**config.mk**
```make
export PLATFORM = sky130hd
export DESIGN_NAME = tx_status_stack
export DESIGN_NICKNAME = d
export VERILOG_FILES = /design/src/rtl/tx_status_stack.sv
export SDC_FILE = /design/constraint.sdc
export NUM_CORES = 1
export LEC_CHECK = 0
export CAP_MARGIN = 20
export CORE_ASPECT_RATIO = 1.4
export CORE_MARGIN = 5
export CORE_UTILIZATION = 43
export DETAILED_ROUTE_END_ITERATION = 7
export DONT_BUFFER_PORTS = 1
export GPL_TIMING_DRIVEN = 0
export PLACE_DENSITY = 0.62
export REMOVE_ABC_BUFFERS = 1
export SLEW_MARGIN = 30
export SYNTH_ARGS = -nofsm -noshare
export SYNTH_HDL_FRONTEND = slang
export SYNTH_SLANG_ARGS = --single-unit
```
**constraint.sdc**
```tcl
create_clock -name clk -period 3.1 [get_ports clk]
set_clock_uncertainty 0.2 [all_clocks]
set_input_delay 0.31 -clock clk [delete_from_list [all_inputs] [get_ports clk]]
set_output_delay 0.31 -clock clk [all_outputs]
set_load 0.02 [all_outputs]
```
**src/rtl/tx_status_stack.sv**
```systemverilog
module tx_status_stack #(
  parameter int DEPTH = 4
) (
  input  logic       clk,
  input  logic       rst,
  input  logic       tx_reset_cmd,
  input  logic       push_valid,
  input  logic       push_intr_req,
  input  logic       push_jabber,
  input  logic       push_underrun,
  input  logic       push_max_coll,
  input  logic       host_pop,
  output logic [7:0] status_rd,
  output logic       tx_enabled,
  output logic       tx_done_irq
);
  localparam int PW = (DEPTH > 1) ? $clog2(DEPTH) : 1;
  localparam logic [PW-1:0] LAST = PW'(DEPTH - 1);

  logic [5:0]       slot [DEPTH];
  logic [DEPTH-1:0] held;
  logic [PW-1:0]    head, tail;

  function automatic logic [PW-1:0] adv(input logic [PW-1:0] p);
    return (p == LAST) ? '0 : p + 1'b1;
  endfunction

  wire empty   = !held[head];
  wire full    = held[tail];
  wire accept  = push_valid && tx_enabled;
  wire do_pop  = host_pop && !empty;
  wire do_push = accept && (!full || do_pop);
  wire lose    = accept && full && !do_pop;

  always_ff @(posedge clk) begin
    if (rst || tx_reset_cmd) begin
      held       <= '0;
      head       <= '0;
      tail       <= '0;
      tx_enabled <= 1'b1;
    end else begin
      if (do_pop) begin
        held[head] <= 1'b0;
        head       <= adv(head);
      end
      if (do_push) begin
        slot[tail] <= {1'b1, push_intr_req, push_jabber, push_underrun, push_max_coll, 1'b0};
        held[tail] <= 1'b1;
        tail       <= adv(tail);
      end
      if (lose)
        slot[head][0] <= 1'b1;
      if (accept && (push_jabber || push_underrun))
        tx_enabled <= 1'b0;
    end
  end

  assign status_rd = empty ? 8'h00 : {slot[head], 2'b00};

  always_comb begin
    tx_done_irq = 1'b0;
    for (int i = 0; i < DEPTH; i++)
      if (held[i] && slot[i][5] && (|slot[i][4:0]))
        tx_done_irq = 1'b1;
  end
endmodule

```
==> Yosys cells after proc, flatten, opt, wreduce, memory -nomap -nowiden <==
Memory sizes are Yosys's and may differ from the RTL's. A register that Yosys moved wholly into a read port is not among the register bits.
Index checks and enable logic that the tools add are counted.
{ "totals": {"ff_bits": 9, "latchBits": 0, "ramBits": 20, "romBits": 0, "inputBits": 9, "word_cells": 71, "n_memories": 1} }
{ "op_classes": {"add_sub_neg": 2, "mul": 0, "n_div": 0, "n_lt_le_gt_ge": 4, "n_eq_ne": 2, "shift": 0, "mux": 29, "n_bitwise": 3, "reduce_logical": 26} }
{ "mem_list": {"columns": ["memory", "depth", "width", "rd", "rd_clocked_by_memory_dff", "wr", "line_no", "rtl"], "rows": [
  ["slot", 4, 5, 5, 1, 1, "20", "logic [5:0] slot [DEPTH];"]
]} }
{ "ops": {"columns": ["cell", "count"], "rows": [
  ["$reduce_or A5 Y1", 5],
  ["$mux W1", 14],
  ["$logic_and A1 B1 Y1", 12],
  ["$mux W2", 6],
  ["$mux W4", 3],
  ["$mux W8", 1],
  ["$lt A2 B3 Y1 const B", 2],
  ["$mux W5", 1],
  ["$add A2 B1 Y2 const B", 2],
  ["$and A4 B4 Y4", 1],
  ["$bmux W1 S2", 2],
  ["$demux W1 S2", 2],
  ["$eq A2 B2 Y1 const B", 2],
  ["$ge A2 B1 Y1 const B", 2],
  ["$logic_and A1 B1 Y1 const B", 4],
  ["$not A4 Y4", 1],
  ["$or A4 B4 Y4", 1],
  ["$logic_or A1 B1 Y1", 3],
  ["$logic_not A1 Y1", 2]
]} }

==> Depth between registers and ports, before layout <==
Gate-level depths: netlist of run 1.
{ "logic_depth": {"word_depth": 10, "depth_mapped": 6, "depth_no_buf": 5} }

==> Least setup slack after synthesis of run 1 <==
OpenSTA, ideal clock, no wires.
{ "synth_timing": {"path_type": "reg-to-reg", "from": "register tail[0]", "to": "memory slot[2][0] (netlist bit) (enable)", "setup_ps": 293, "t_arrival_ps": 1860, "t_required_ps": 2607, "path_slack_ps": 747, "stages_incl_launch_ff": 6, "path_buffers": 1, "synth_period_minus_slack_ps": 2353, "cell_sequence": "dfxtp_1 buf_6 mux4_2 o221a_4 nor4_1 a31o_2"} }
{ "synth_between": {"elab_chain_len": 9, "word_cells_on_any_way": 16, "cone_classes": "mux (10); reduce/logical (6)"} }
{ "synth_lines": {"columns": ["element", "line_no", "rtl"], "rows": [
  ["start: declaration", "22", "logic [PW-1:0] head, tail;"],
  ["start signal: assignment", "49", "tail <= adv(tail);"],
  ["$bmux W1 S2", "29", "wire full = held[tail];"],
  ["$mux W1 (not written as such)", "29", null],
  ["$logic_and A1 B1 Y1 / $logic_not A1 Y1 (equally long branches)", "33, 32", null],
  ["$logic_and A1 B1 Y1 / $logic_or A1 B1 Y1 (equally long branches)", "33, 32", null],
  ["$mux W1 / $logic_and A1 B1 Y1 (equally long branches)", "51, 32", null],
  ["$mux W1, on equally long branches", "36, 46", null],
  ["$mux W1, on equally long branches", "52, 36", null],
  ["$reduce_or A5 Y1 (no source line) / $mux W1 (equally long branches)", null, null],
  ["$mux W2 (no source line)", null, null],
  ["end: declaration", "20", null]
]} }
Parallel ways exist; a longest one is shown, timed or not. The select of a mux whose other input is x is not followed.

==> Worst setup path after layout of run 1 <==
{ "layout_timing": {"from": "register tail[0]", "to": "memory slot[0][3] (netlist bit) (enable)"} }
The elaborated chain is that of the path after synthesis.

==> results of run 1 <==
==> metrics by stage <==
step | util | hold WS, ns
6_report | 0.499 | 0.0124
5_1_grt | 0.499 | 0.0248
4_1_cts | 0.497 | 0.00494
3_5_place_dp | 0.457 | 0.190
3_3_place_gp | 0.457 | 0.187
2_1_floorplan | - | 0.187
==> area by class of cell <==
| cell class | instances | share of cell area |
|---|---|---|
| well taps | 40 | 0.0292 |
| multi-input cells | 87 | 0.399 |
| inverters | 6 | 0.0131 |
| clock buffers | 5 | 0.0401 |
| repair buffers | 3 | 0.0175 |
| clock inverters | 3 | 0.0226 |
| flip-flops and latches | 31 | 0.478 |
==> logic make-up after synthesis <==
family          after synthesis
buf+inv                      11
mux                          10
fa+ha+maj                     8
compound gates               20
flops                        31
other cells                   1
simple gates                 47
==> sequential cells by signal, indices dropped and copies added, names as in the netlist, named ones only <==
signal	cells
slot	20
head	2
tx_enabled	1
held	4
tail	2
==> placed cells by master (no fill, tap or decap) <==
| cell | Yosys | final |
|---|---|---|
| nand2b_1 | 1 | 1 |
| dfxtp_1 | 11 | 11 |
| mux4_2 | 6 | 6 |
| or4_1 | 5 | 5 |
| edfxtp_1 | 20 | 20 |
| clkinv_1 | 0 | 1 |
| and3_1 | 5 | 5 |
| and2_1 | 4 | 4 |
| nor3_1 | 6 | 6 |
| mux2i_1 | 4 | 4 |
| a21boi_1 | 1 | 1 |
| bufinv_16 | 0 | 1 |
| nand4_1 | 3 | 3 |
| nand3_1 | 1 | 1 |
| o21ai_0 | 8 | 8 |
| inv_1 | 6 | 6 |
| nand2_1 | 15 | 15 |
| dlygate4sd3_1 | 0 | 3 |
| o22ai_1 | 1 | 1 |
| clkinv_2 | 0 | 1 |
| ha_1 | 8 | 8 |
| clkbuf_8 | 0 | 5 |
| nor4_2 | 0 | 1 |
| o221ai_1 | 1 | 1 |
| a21boi_0 | 1 | 1 |
| nor2_1 | 6 | 6 |
| o221a_4 | 1 | 1 |
| a31o_2 | 1 | 1 |
| a32o_1 | 5 | 5 |
| o32ai_1 | 1 | 1 |
| conb_1 | 1 | 2 |
==> path summary, 6_finish.rpt <==
kind                            slack, ns                 endpoint  depth (start not counted)
worst max-delay path                 0.56     slot[0][3]$_DFFE_PP_                          4
worst min-delay path                 0.01  tx_enabled$_SDFFE_PP1P_                          3
worst max register to register       0.56     slot[0][3]$_DFFE_PP_                          4
worst min register to register       0.39       held[0]$_SDFF_PP0_                          1
==> where the power goes <==
| group | leakage (nW) | internal [W] | switching (W) |
|---|---|---|---|
| combinational | 0.260 | 0.0000193 | 0.0000342 |
| clock | 0.0556 | 0.000235 | 0.000147 |
| sequential | 0.266 | 0.000444 | 0.00000789 |
| total | 0.582 | 0.000699 | 0.000189 |
==> critical path: cells and delay by family, from the launching register on <==
family / cells / cell delay, ns
AOI/OAI and AO/OA: 1 / 0.13
DFF: 1 / 0.56
muxes: 1 / 0.59
and+or+nand+nor: 2 / 0.70
==> per-layer routing <==
layer / global-route usage / vias up / wire (um) / part of all wire
met2: 0.289 / 41 / 1820 / 0.55
li1: - / 497 / - / -
met3: 0.0413 / 11 / 194 / 0.059
met4: 0.0846 / 0 / 97 / 0.029
met5: 0 / - / 0 / 0
met1: 0.155 / 516 / 1190 / 0.36
==> impl_metrics.csv, run 1 <==
group,metric,value,unit
outcome,outcome,"complete, no violations",
finish,multi_input_area,686,sq um
finish,final_layout_size_suffix_gt1_frac,0.119,
floorplanning,die_height,81.1,um
worst_setup_path,path_class,"reg2reg",
global_routing,grt_pass1_wl,5440,um
worst_setup_path,timing.critical_path.arrival,2.26,ns
clock_tree,number_of_clock_sinks,31,
synth,synth_top_flop_cell,"edfxtp_1",
synth,synth.yosys.warnings,0,
drt,route.final.wire_length,3310,um
finish,area_growth_syn_to_layout,10.5,%
global_routing,globalRoute.totalOverflow,0,
worst_setup_path,timing.critical_path.to_type,"register",
clock_tree,cts_tree,"done",
timing,worst_pin_slew,0.616,ns
min_path,hold_start,"push_valid",
drt,drtAntennaViolNets,0,
drt,drt_iter0_markers,67,
global_routing,largest_net_degree_at_the_start_of_global_routing,12,
power_and_ir_drop,totalPowerFinal,0.000888,W
power_and_ir_drop,power-per-cell-area,517,mW/mm^2
synth,post_synth_and_or_nand_nor_area_fraction,0.154,
drt,routed_via_density,6.09,
synth,synth_compound_area_frac,0.101,
finish,nNetsFinal,151,
drt,number_of_design_rule_violations_left_after_detail_routing,0,
clock_tree,root_buffer,"clkbuf_8",
floorplanning,placeableCoreArea,0.00344,sq mm
synth,post_synth.cell_area_avg,12.1,sq um
run,maxCapViolCount,0,
place,place_inst,164,
min_path,hold_crit_path_type,"in2reg",
place,hpwlAfterDp,2620,um
timing,finalWorstSetupSlack,0.560,ns
floorplanning,top_level_ports,19,
global_routing,grt_antenna_before_repair,0,
finish,final-instance-count-excl-fill,175,
clock_tree,cts.path.max_buffers,2,
clock_tree,ctsResizeCount,0,
timing,final_min_period_over_clock_period,0.819,
floorplanning,fp.dieArea,0.00493,sq mm
synth,ys_seq_elements,31,
clock_tree,postCtsHoldBufs,3,
timing,drv_slew,0,
place,pre_cts_slack,0.396,ns
finish,register_area,821,sq um
synth,synth_enable_flop_cells,20,
floorplanning,row_count,25,
worst_setup_path,cp-start-kind,"register",
global_routing,global_route.usage.total,0.158,
synth,post_synth_most_frequent_cells,"edfxtp_1 (20), nand2_1 (15), dfxtp_1 (11)",
clock_tree,tritoncts.num_buffers,5,
synth,synth_seq_area_share,0.528,
synth,synth_fa_ha_area_frac,0.0644,
worst_setup_path,critical_path.startpoint,"tail[0]$_SDFFE_PP0N_",
drt,wl_per_cell,18.9,um
synth,synth_top_family_by_area,"simple AND/OR/NAND/NOR gates",
finish,finalInstanceArea,0.00172,sq mm
synth,async_reset_ff_frac,0,
synth,synthDominantCellAreaShare,0.386,
worst_setup_path,worst_r2r_startpoint,"tail[0]$_SDFFE_PP0N_",
clock_tree,clkTransAtPathRegs,0.07,ns
timing,timing.fmax,0.394,GHz
timing,slew-limit-headroom,0.586,
finish,num-fill-cells,321,
place,dpl_cell_area,0.00157,sq mm
global_routing,first_global_vias,1100,
floorplanning,die_w,60.8,um
timing,timing.final.hold_violations,0,
synth,synthesis.instances,128,
place,place_congestion,0.906,
worst_setup_path,critical_path.max_fanout,11,
timing,post_route_setup_tns,0,ns
timing,final-setup-viol-count,0,
timing,min_period,2.54,ns
synth,yosysTopAreaCell,"edfxtp_1",
synth,yosysMostFrequentCell,"edfxtp_1",
clock_tree,clk-insertion-delay-late,0.28,ns
finish,num_antenna_cells,0,
drt,drtPass1Iterations,5,
synth,post_synth_xor_area_fraction,0,
drt,vias,1065,
worst_setup_path,critical-path-slowest-cell,"mux4_2",
place,buffer_ports.inserted,0,
clock_tree,ctsHtreeMaxLevel,2,
power_and_ir_drop,peakVddDrop,0.435,mV
floorplanning,start_util,0.452,
worst_setup_path,worstPathRequired,2.82,ns
worst_setup_path,cp_cell_instances,"mux4_2, o221ai_1, nand2_1, nor3_1",
synth,synth.cell_area,0.00155,sq mm
synth,synth.area.mux_share,0.113,
power_and_ir_drop,power.static_leakage,0.582,nW
clock_tree,post-cts-setup-buffers,0,
synth,yosys-top-cells-area,"edfxtp_1 (39%), dfxtp_1 (14%), mux4_2 (8.7%)",
worst_setup_path,critPathMaxStageDelay,0.59,ns
timing,setup_repair_after_global_routing_missed_its_margin,"no",
synth,synth_cell_type_count,30,
Note: power is estimated with default switching activity, not from simulation.
==> run 2: changes to the inputs <==
--- a/config.mk
+++ b/config.mk
@@ -12,7 +12,7 @@
 export DETAILED_ROUTE_END_ITERATION = 7
 export DONT_BUFFER_PORTS = 1
 export GPL_TIMING_DRIVEN = 0
-export PLACE_DENSITY = 0.62
+export PLACE_DENSITY = 0.64
 export REMOVE_ABC_BUFFERS = 1
 export SLEW_MARGIN = 30
 export SYNTH_ARGS = -nofsm -noshare
==> constraint.sdc (replaced) <==
create_clock -name clk -period 2.2 [get_ports clk]
set_clock_uncertainty 0.2 [all_clocks]
set_input_delay 0.22 -clock clk [delete_from_list [all_inputs] [get_ports clk]]
set_output_delay 0.22 -clock clk [all_outputs]
set_load 0.02 [all_outputs]
==> impl_metrics.csv, run 2 (synthesis results as in run 1) <==
group,metric,value,unit
power_and_ir_drop,totalPowerFinal,0.00128,W
drt,number_of_design_rule_violations_left_after_detail_routing,0,
finish,nNetsFinal,157,
clock_tree,tritoncts.num_buffers,5,
place,buffer_ports.inserted,0,
power_and_ir_drop,power.share.clock,0.433,
finish,num-fill-cells,299,
floorplanning,placeableCoreArea,0.00344,sq mm
worst_setup_path,critPathMaxStageDelay,0.58,ns
power_and_ir_drop,power.internal,0.000999,W
floorplanning,row_count,25,
floorplanning,start_util,0.452,
worst_setup_path,path_class,"in2reg",
worst_setup_path,timing.critical_path.max_delay_family,"buffers and inverters",
worst_setup_path,cp_cell_instances,"dlygate4sd3_1, o21ai_0, dlygate4sd3_1, nand2_1, nand2_1, dlygate4sd3_1",
clock_tree,root_buffer,"clkbuf_8",
drt,vias,1104,
timing,worst_pin_slew,0.574,ns
clock_tree,clk-insertion-delay-late,0.29,ns
power_and_ir_drop,comb_power_share,0.071,
power_and_ir_drop,swShare,0.221,
power_and_ir_drop,netSwitchingPower,0.000284,W
run,maxCapViolCount,0,
finish,register_containing_the_most_flip_flops_in_the_final_layout,"slot",
floorplanning,die_height,81.1,um
finish,reg.largest.list,"slot: 20 flops, held: 4 flops",
clock_tree,clkTransAtPathRegs,0.07,ns
worst_setup_path,worstPathRequired,2.18,ns
drt,route.final.wire_length,3420,um
global_routing,grt_pass1_wl,5390,um
power_and_ir_drop,power_frac_seq,0.496,
global_routing,largest_net_degree_at_the_start_of_global_routing,12,
floorplanning,die_w,60.8,um
finish,post-route-util,0.529,
global_routing,globalRoute.totalOverflow,0,
timing,final_min_period_over_clock_period,0.973,
place,place_congestion,0.906,
power_and_ir_drop,power-per-cell-area,704,mW/mm^2
min_path,hold_crit_path_type,"in2reg",
finish,final_layout_size_suffix_gt1_frac,0.213,
clock_tree,number_of_clock_sinks,31,
drt,drtPass1Iterations,4,
place,hpwlAfterDp,2570,um
worst_setup_path,critical-path-slowest-cell,"dlygate4sd3_1",
global_routing,grt_antenna_before_repair,0,
worst_setup_path,timing.critical_path.arrival,2.12,ns
finish,number_of_flip_flops_under_the_largest_register_name,20,
clock_tree,cts_tree,"done",
timing,timing.fmax,0.467,GHz
global_routing,global_route.usage.total,0.155,
timing,drv_slew,0,
timing,setup_repair_after_global_routing_missed_its_margin,"no",
timing,final-setup-viol-count,0,
drt,routed_via_density,6.10,
clock_tree,cts.path.max_buffers,2,
timing,timing.final.hold_violations,0,
timing,slew-limit-headroom,0.617,
clock_tree,ctsHtreeMaxLevel,2,
floorplanning,fp.dieArea,0.00493,sq mm
worst_setup_path,cp.buffers_inverters,3,
worst_setup_path,crit_top_cell,"dlygate4sd3_1",
worst_setup_path,timing.critical_path.to_type,"register",
global_routing,first_global_vias,1118,
finish,area_growth_syn_to_layout,17.2,%
floorplanning,top_level_ports,19,
drt,drtAntennaViolNets,0,
worst_setup_path,cp-start-kind,"input port",
timing,min_period,2.14,ns
outcome,outcome,"complete, no violations",
power_and_ir_drop,peakVddDrop,0.418,mV
finish,final_common_cell,"edfxtp_1",
finish,num_antenna_cells,0,
worst_setup_path,critical_path.max_fanout,3,
finish,layout.cells.most_common_list,"edfxtp_1 (20), nand2_1 (13), dfxtp_1 (9)",
drt,drt_iter0_markers,72,
power_and_ir_drop,power.static_leakage,0.613,nW
drt,wl_per_cell,18.9,um
run 2: stage by stage:
step	hold slack [ns]	setup WS [ns]	cells	instance area [sq um]	setup TNS (ns)
2_1_floorplan	0.0968	-0.192	124	1520	-0.508
3_3_place_gp	0.0978	-0.508	164	1570	-4.05
3_5_place_dp	0.0995	-0.535	164	1570	-4.70
4_1_cts	0.0192	0.0127	178	1780	0
5_1_grt	0.0374	0.00375	181	1820	0
6_report	0.0184	0.0592	181	1820	0
run 2: power groups by stage:
stage	Sequential, W	Clock, W	Combinational (W)
2_1_floorplan	0.000646	0	0.0000576
3_3_place_gp	0.000649	0	0.0000686
3_5_place_dp	0.000650	0	0.0000700
4_1_cts	0.000637	0.000561	0.0000830
5_1_grt	0.000637	0.000595	0.0000990
6_report	0.000637	0.000555	0.0000914
run 2: repair_timing:
item                       CTS  global route
buffers inserted             0             3
hold endpoints to repair     6             0
hold buffers                 6             0
pin swaps                    0             1
gates cloned                 0             0
resized for setup           10             4
setup endpoints to repair   20             7
run 2: cell type report:
| type | count | area [sq um] | area share |
|---|---|---|---|
| clock buffers | 5 | 68.8 | 0.0378 |
| repair buffers | 9 | 82.6 | 0.0453 |
| flip-flops and latches | 31 | 826 | 0.453 |
| multi-input cells | 87 | 728 | 0.400 |
| clock inverters | 3 | 43.8 | 0.0240 |
| inverters | 6 | 22.5 | 0.0124 |
| well taps | 40 | 50.0 | 0.0275 |
run 2: worst paths after layout:
path	from	to	slack [ns]	cells after the start
setup / recovery	push_valid	tx_enabled$_SDFFE_PP1P_	0.06	6
setup reg to reg	tail[0]$_SDFFE_PP0N_	slot[0][0]$_DFFE_PP_	0.09	4
hold / removal	push_intr_req	slot[1][4]$_DFFE_PP_	0.02	1
hold reg to reg	tail[0]$_SDFFE_PP0N_	tail[0]$_SDFFE_PP0N_	0.36	2
run 2: metal layers:
layer	track usage	up-vias	part of all wire
li1	-	510	-
met1	0.153	542	0.35
met2	0.286	41	0.56
met3	0.0429	11	0.051
met4	0.0781	0	0.033
met5	0	-	0
==> run 3: changes to the inputs <==
==> constraint.sdc (replaced) <==
create_clock -name clk -period 2.2 [get_ports clk]
set_clock_uncertainty 0.2 [all_clocks]
set_input_delay 0.22 -clock clk [delete_from_list [all_inputs] [get_ports clk]]
set_output_delay 0.22 -clock clk [all_outputs]
set_load 0.1 [all_outputs]
==> impl_metrics.csv, run 3 (synthesis results as in run 1) <==
group,metric,value,unit
finish,area_growth_syn_to_layout,22.7,%
drt,drtPass1Iterations,4,
clock_tree,number_of_clock_sinks,31,
worst_setup_path,critical_path.max_fanout,9,
finish,final_common_cell,"edfxtp_1",
finish,finalInstanceArea,0.00191,sq mm
place,buffer_ports.inserted,0,
finish,nNetsFinal,159,
worst_setup_path,path_class,"reg2out",
finish,post-route-util,0.554,
timing,hold_worst_slack,0.0315,ns
drt,drt_iter0_markers,38,
floorplanning,start_util,0.452,
power_and_ir_drop,peakVddDrop,0.403,mV
clock_tree,ctsHtreeMaxLevel,2,
floorplanning,die_w,60.8,um
global_routing,global_route.usage.total,0.157,
clock_tree,tritoncts.num_buffers,5,
place,place_congestion,0.906,
finish,layout.cells.most_common_list,"edfxtp_1 (20), nand2_1 (11), ha_1 (8)",
global_routing,largest_net_degree_at_the_start_of_global_routing,12,
timing,slew-limit-headroom,0.626,
timing,timing.fmax,0.467,GHz
place,hpwlAfterDp,2600,um
clock_tree,cts_tree,"done",
timing,min_period,2.14,ns
clock_tree,clkTransAtPathRegs,0.06,ns
timing,timing.final.hold_violations,0,
min_path,hold_crit_path_type,"in2reg",
finish,multi_input_area,785,sq um
floorplanning,top_level_ports,19,
floorplanning,row_count,25,
run,maxCapViolCount,0,
drt,routed_via_density,5.94,
worst_setup_path,timing.critical_path.to_type,"output pin",
global_routing,globalRoute.totalOverflow,0,
clock_tree,root_buffer,"clkbuf_8",
finish,reg.largest.list,"slot: 20 flops, held: 4 flops",
global_routing,first_global_vias,1080,
timing,drv_slew,0,
outcome,outcome,"complete, no violations",
drt,vias,1087,
finish,num_antenna_cells,0,
timing,setup_repair_after_global_routing_missed_its_margin,"no",
finish,number_of_flip_flops_under_the_largest_register_name,20,
floorplanning,fp.dieArea,0.00493,sq mm
worst_setup_path,timing.critical_path.arrival,1.72,ns
clock_tree,cts.path.max_buffers,2,
global_routing,grt_pass1_wl,5350,um
timing,final_min_period_over_clock_period,0.974,
drt,wl_per_cell,19.0,um
finish,register_area,833,sq um
worst_setup_path,worstPathRequired,1.78,ns
timing,post_route_setup_tns,0,ns
floorplanning,placeableCoreArea,0.00344,sq mm
finish,final_layout_size_suffix_gt1_frac,0.294,
drt,number_of_design_rule_violations_left_after_detail_routing,0,
power_and_ir_drop,power.static_leakage,0.610,nW
place,dpl_cell_area,0.00159,sq mm
finish,register_containing_the_most_flip_flops_in_the_final_layout,"slot",
finish,num-fill-cells,286,
drt,route.final.wire_length,3470,um
drt,drtAntennaViolNets,0,
clock_tree,clk-insertion-delay-late,0.28,ns
power_and_ir_drop,power-per-cell-area,698,mW/mm^2
floorplanning,die_height,81.1,um
worst_setup_path,cp-start-kind,"register",
global_routing,grt_antenna_before_repair,0,
timing,final-setup-viol-count,0,
timing,worst_pin_slew,0.562,ns
==> run 3: cell count changes in the layout (fill, tap and decap cells not counted), moves of 3 or more <==
cell / previous run / this run
and3_1: 5 / 0
and3_4: 0 / 5
o21ai_1: 0 / 3
o21ai_0: 8 / 5
==> run 3: worst max-delay path, stage by stage, from the launching register on <==
cell and delay [ns]:
dfxtp_4 0.44, mux2i_4 0.31, nand2_2 0.14, nand2_1 0.13, clkinvlp_4 0.42
==> run 3: routing by layer <==
metal	track usage	wire length, um	up-vias
met5	0	0	-
li1	-	-	515
met4	0.0803	114	0
met1	0.148	1190	533
met3	0.0461	157	9
met2	0.294	2010	30
==> run 3: through the flow <==
stage,worst slack [ns],std cells,power [W]
5_1_grt,0.00291,183,0.00138
6_report,0.0576,183,0.00133
3_5_place_dp,-0.520,165,0.000779
2_1_floorplan,-0.300,124,0.000758
3_3_place_gp,-0.581,164,0.000773
4_1_cts,0.00187,179,0.00133
==> run 3: area by class of cell <==
type                            instances  area share
Clock buffer                            5      0.0361
Clock inverter                          3      0.0203
Inverter                                6      0.0138
Multi-Input combinational cell         87       0.411
Sequential cell                        31       0.437
Tap cell                               40      0.0262
Timing Repair Buffer                   11      0.0551
==> run 3: report_power, final <==
group          internal (W)  switching [W]  leakage (nW)
logic             0.0000466       0.000108         0.287
clock network      0.000331       0.000206        0.0556
registers          0.000624      0.0000161         0.268
total               0.00100       0.000330         0.610
==> run 3: path summary, 6_finish.rpt <==
check	to	from	depth (start not counted)	slack, ns
worst max-delay path	status_rd[7]	head[1]$_SDFFE_PP0P_	4	0.06
worst min-delay path	slot[1][4]$_DFFE_PP_	push_intr_req	1	0.03
worst max register to register	slot[0][2]$_DFFE_PP_	tail[1]$_SDFFE_PP0N_	4	0.09
worst min register to register	tail[0]$_SDFFE_PP0N_	tail[0]$_SDFFE_PP0N_	2	0.35
==> run 3: what timing repair did <==
action / CTS / global route
endpoints found under the setup margin: 26 / 23
hold endpoints to repair: 6 / 0
pin swaps: 0 / 3
buffers inserted: 0 / 4
hold buffers: 6 / 0
gates resized for setup: 22 / 15
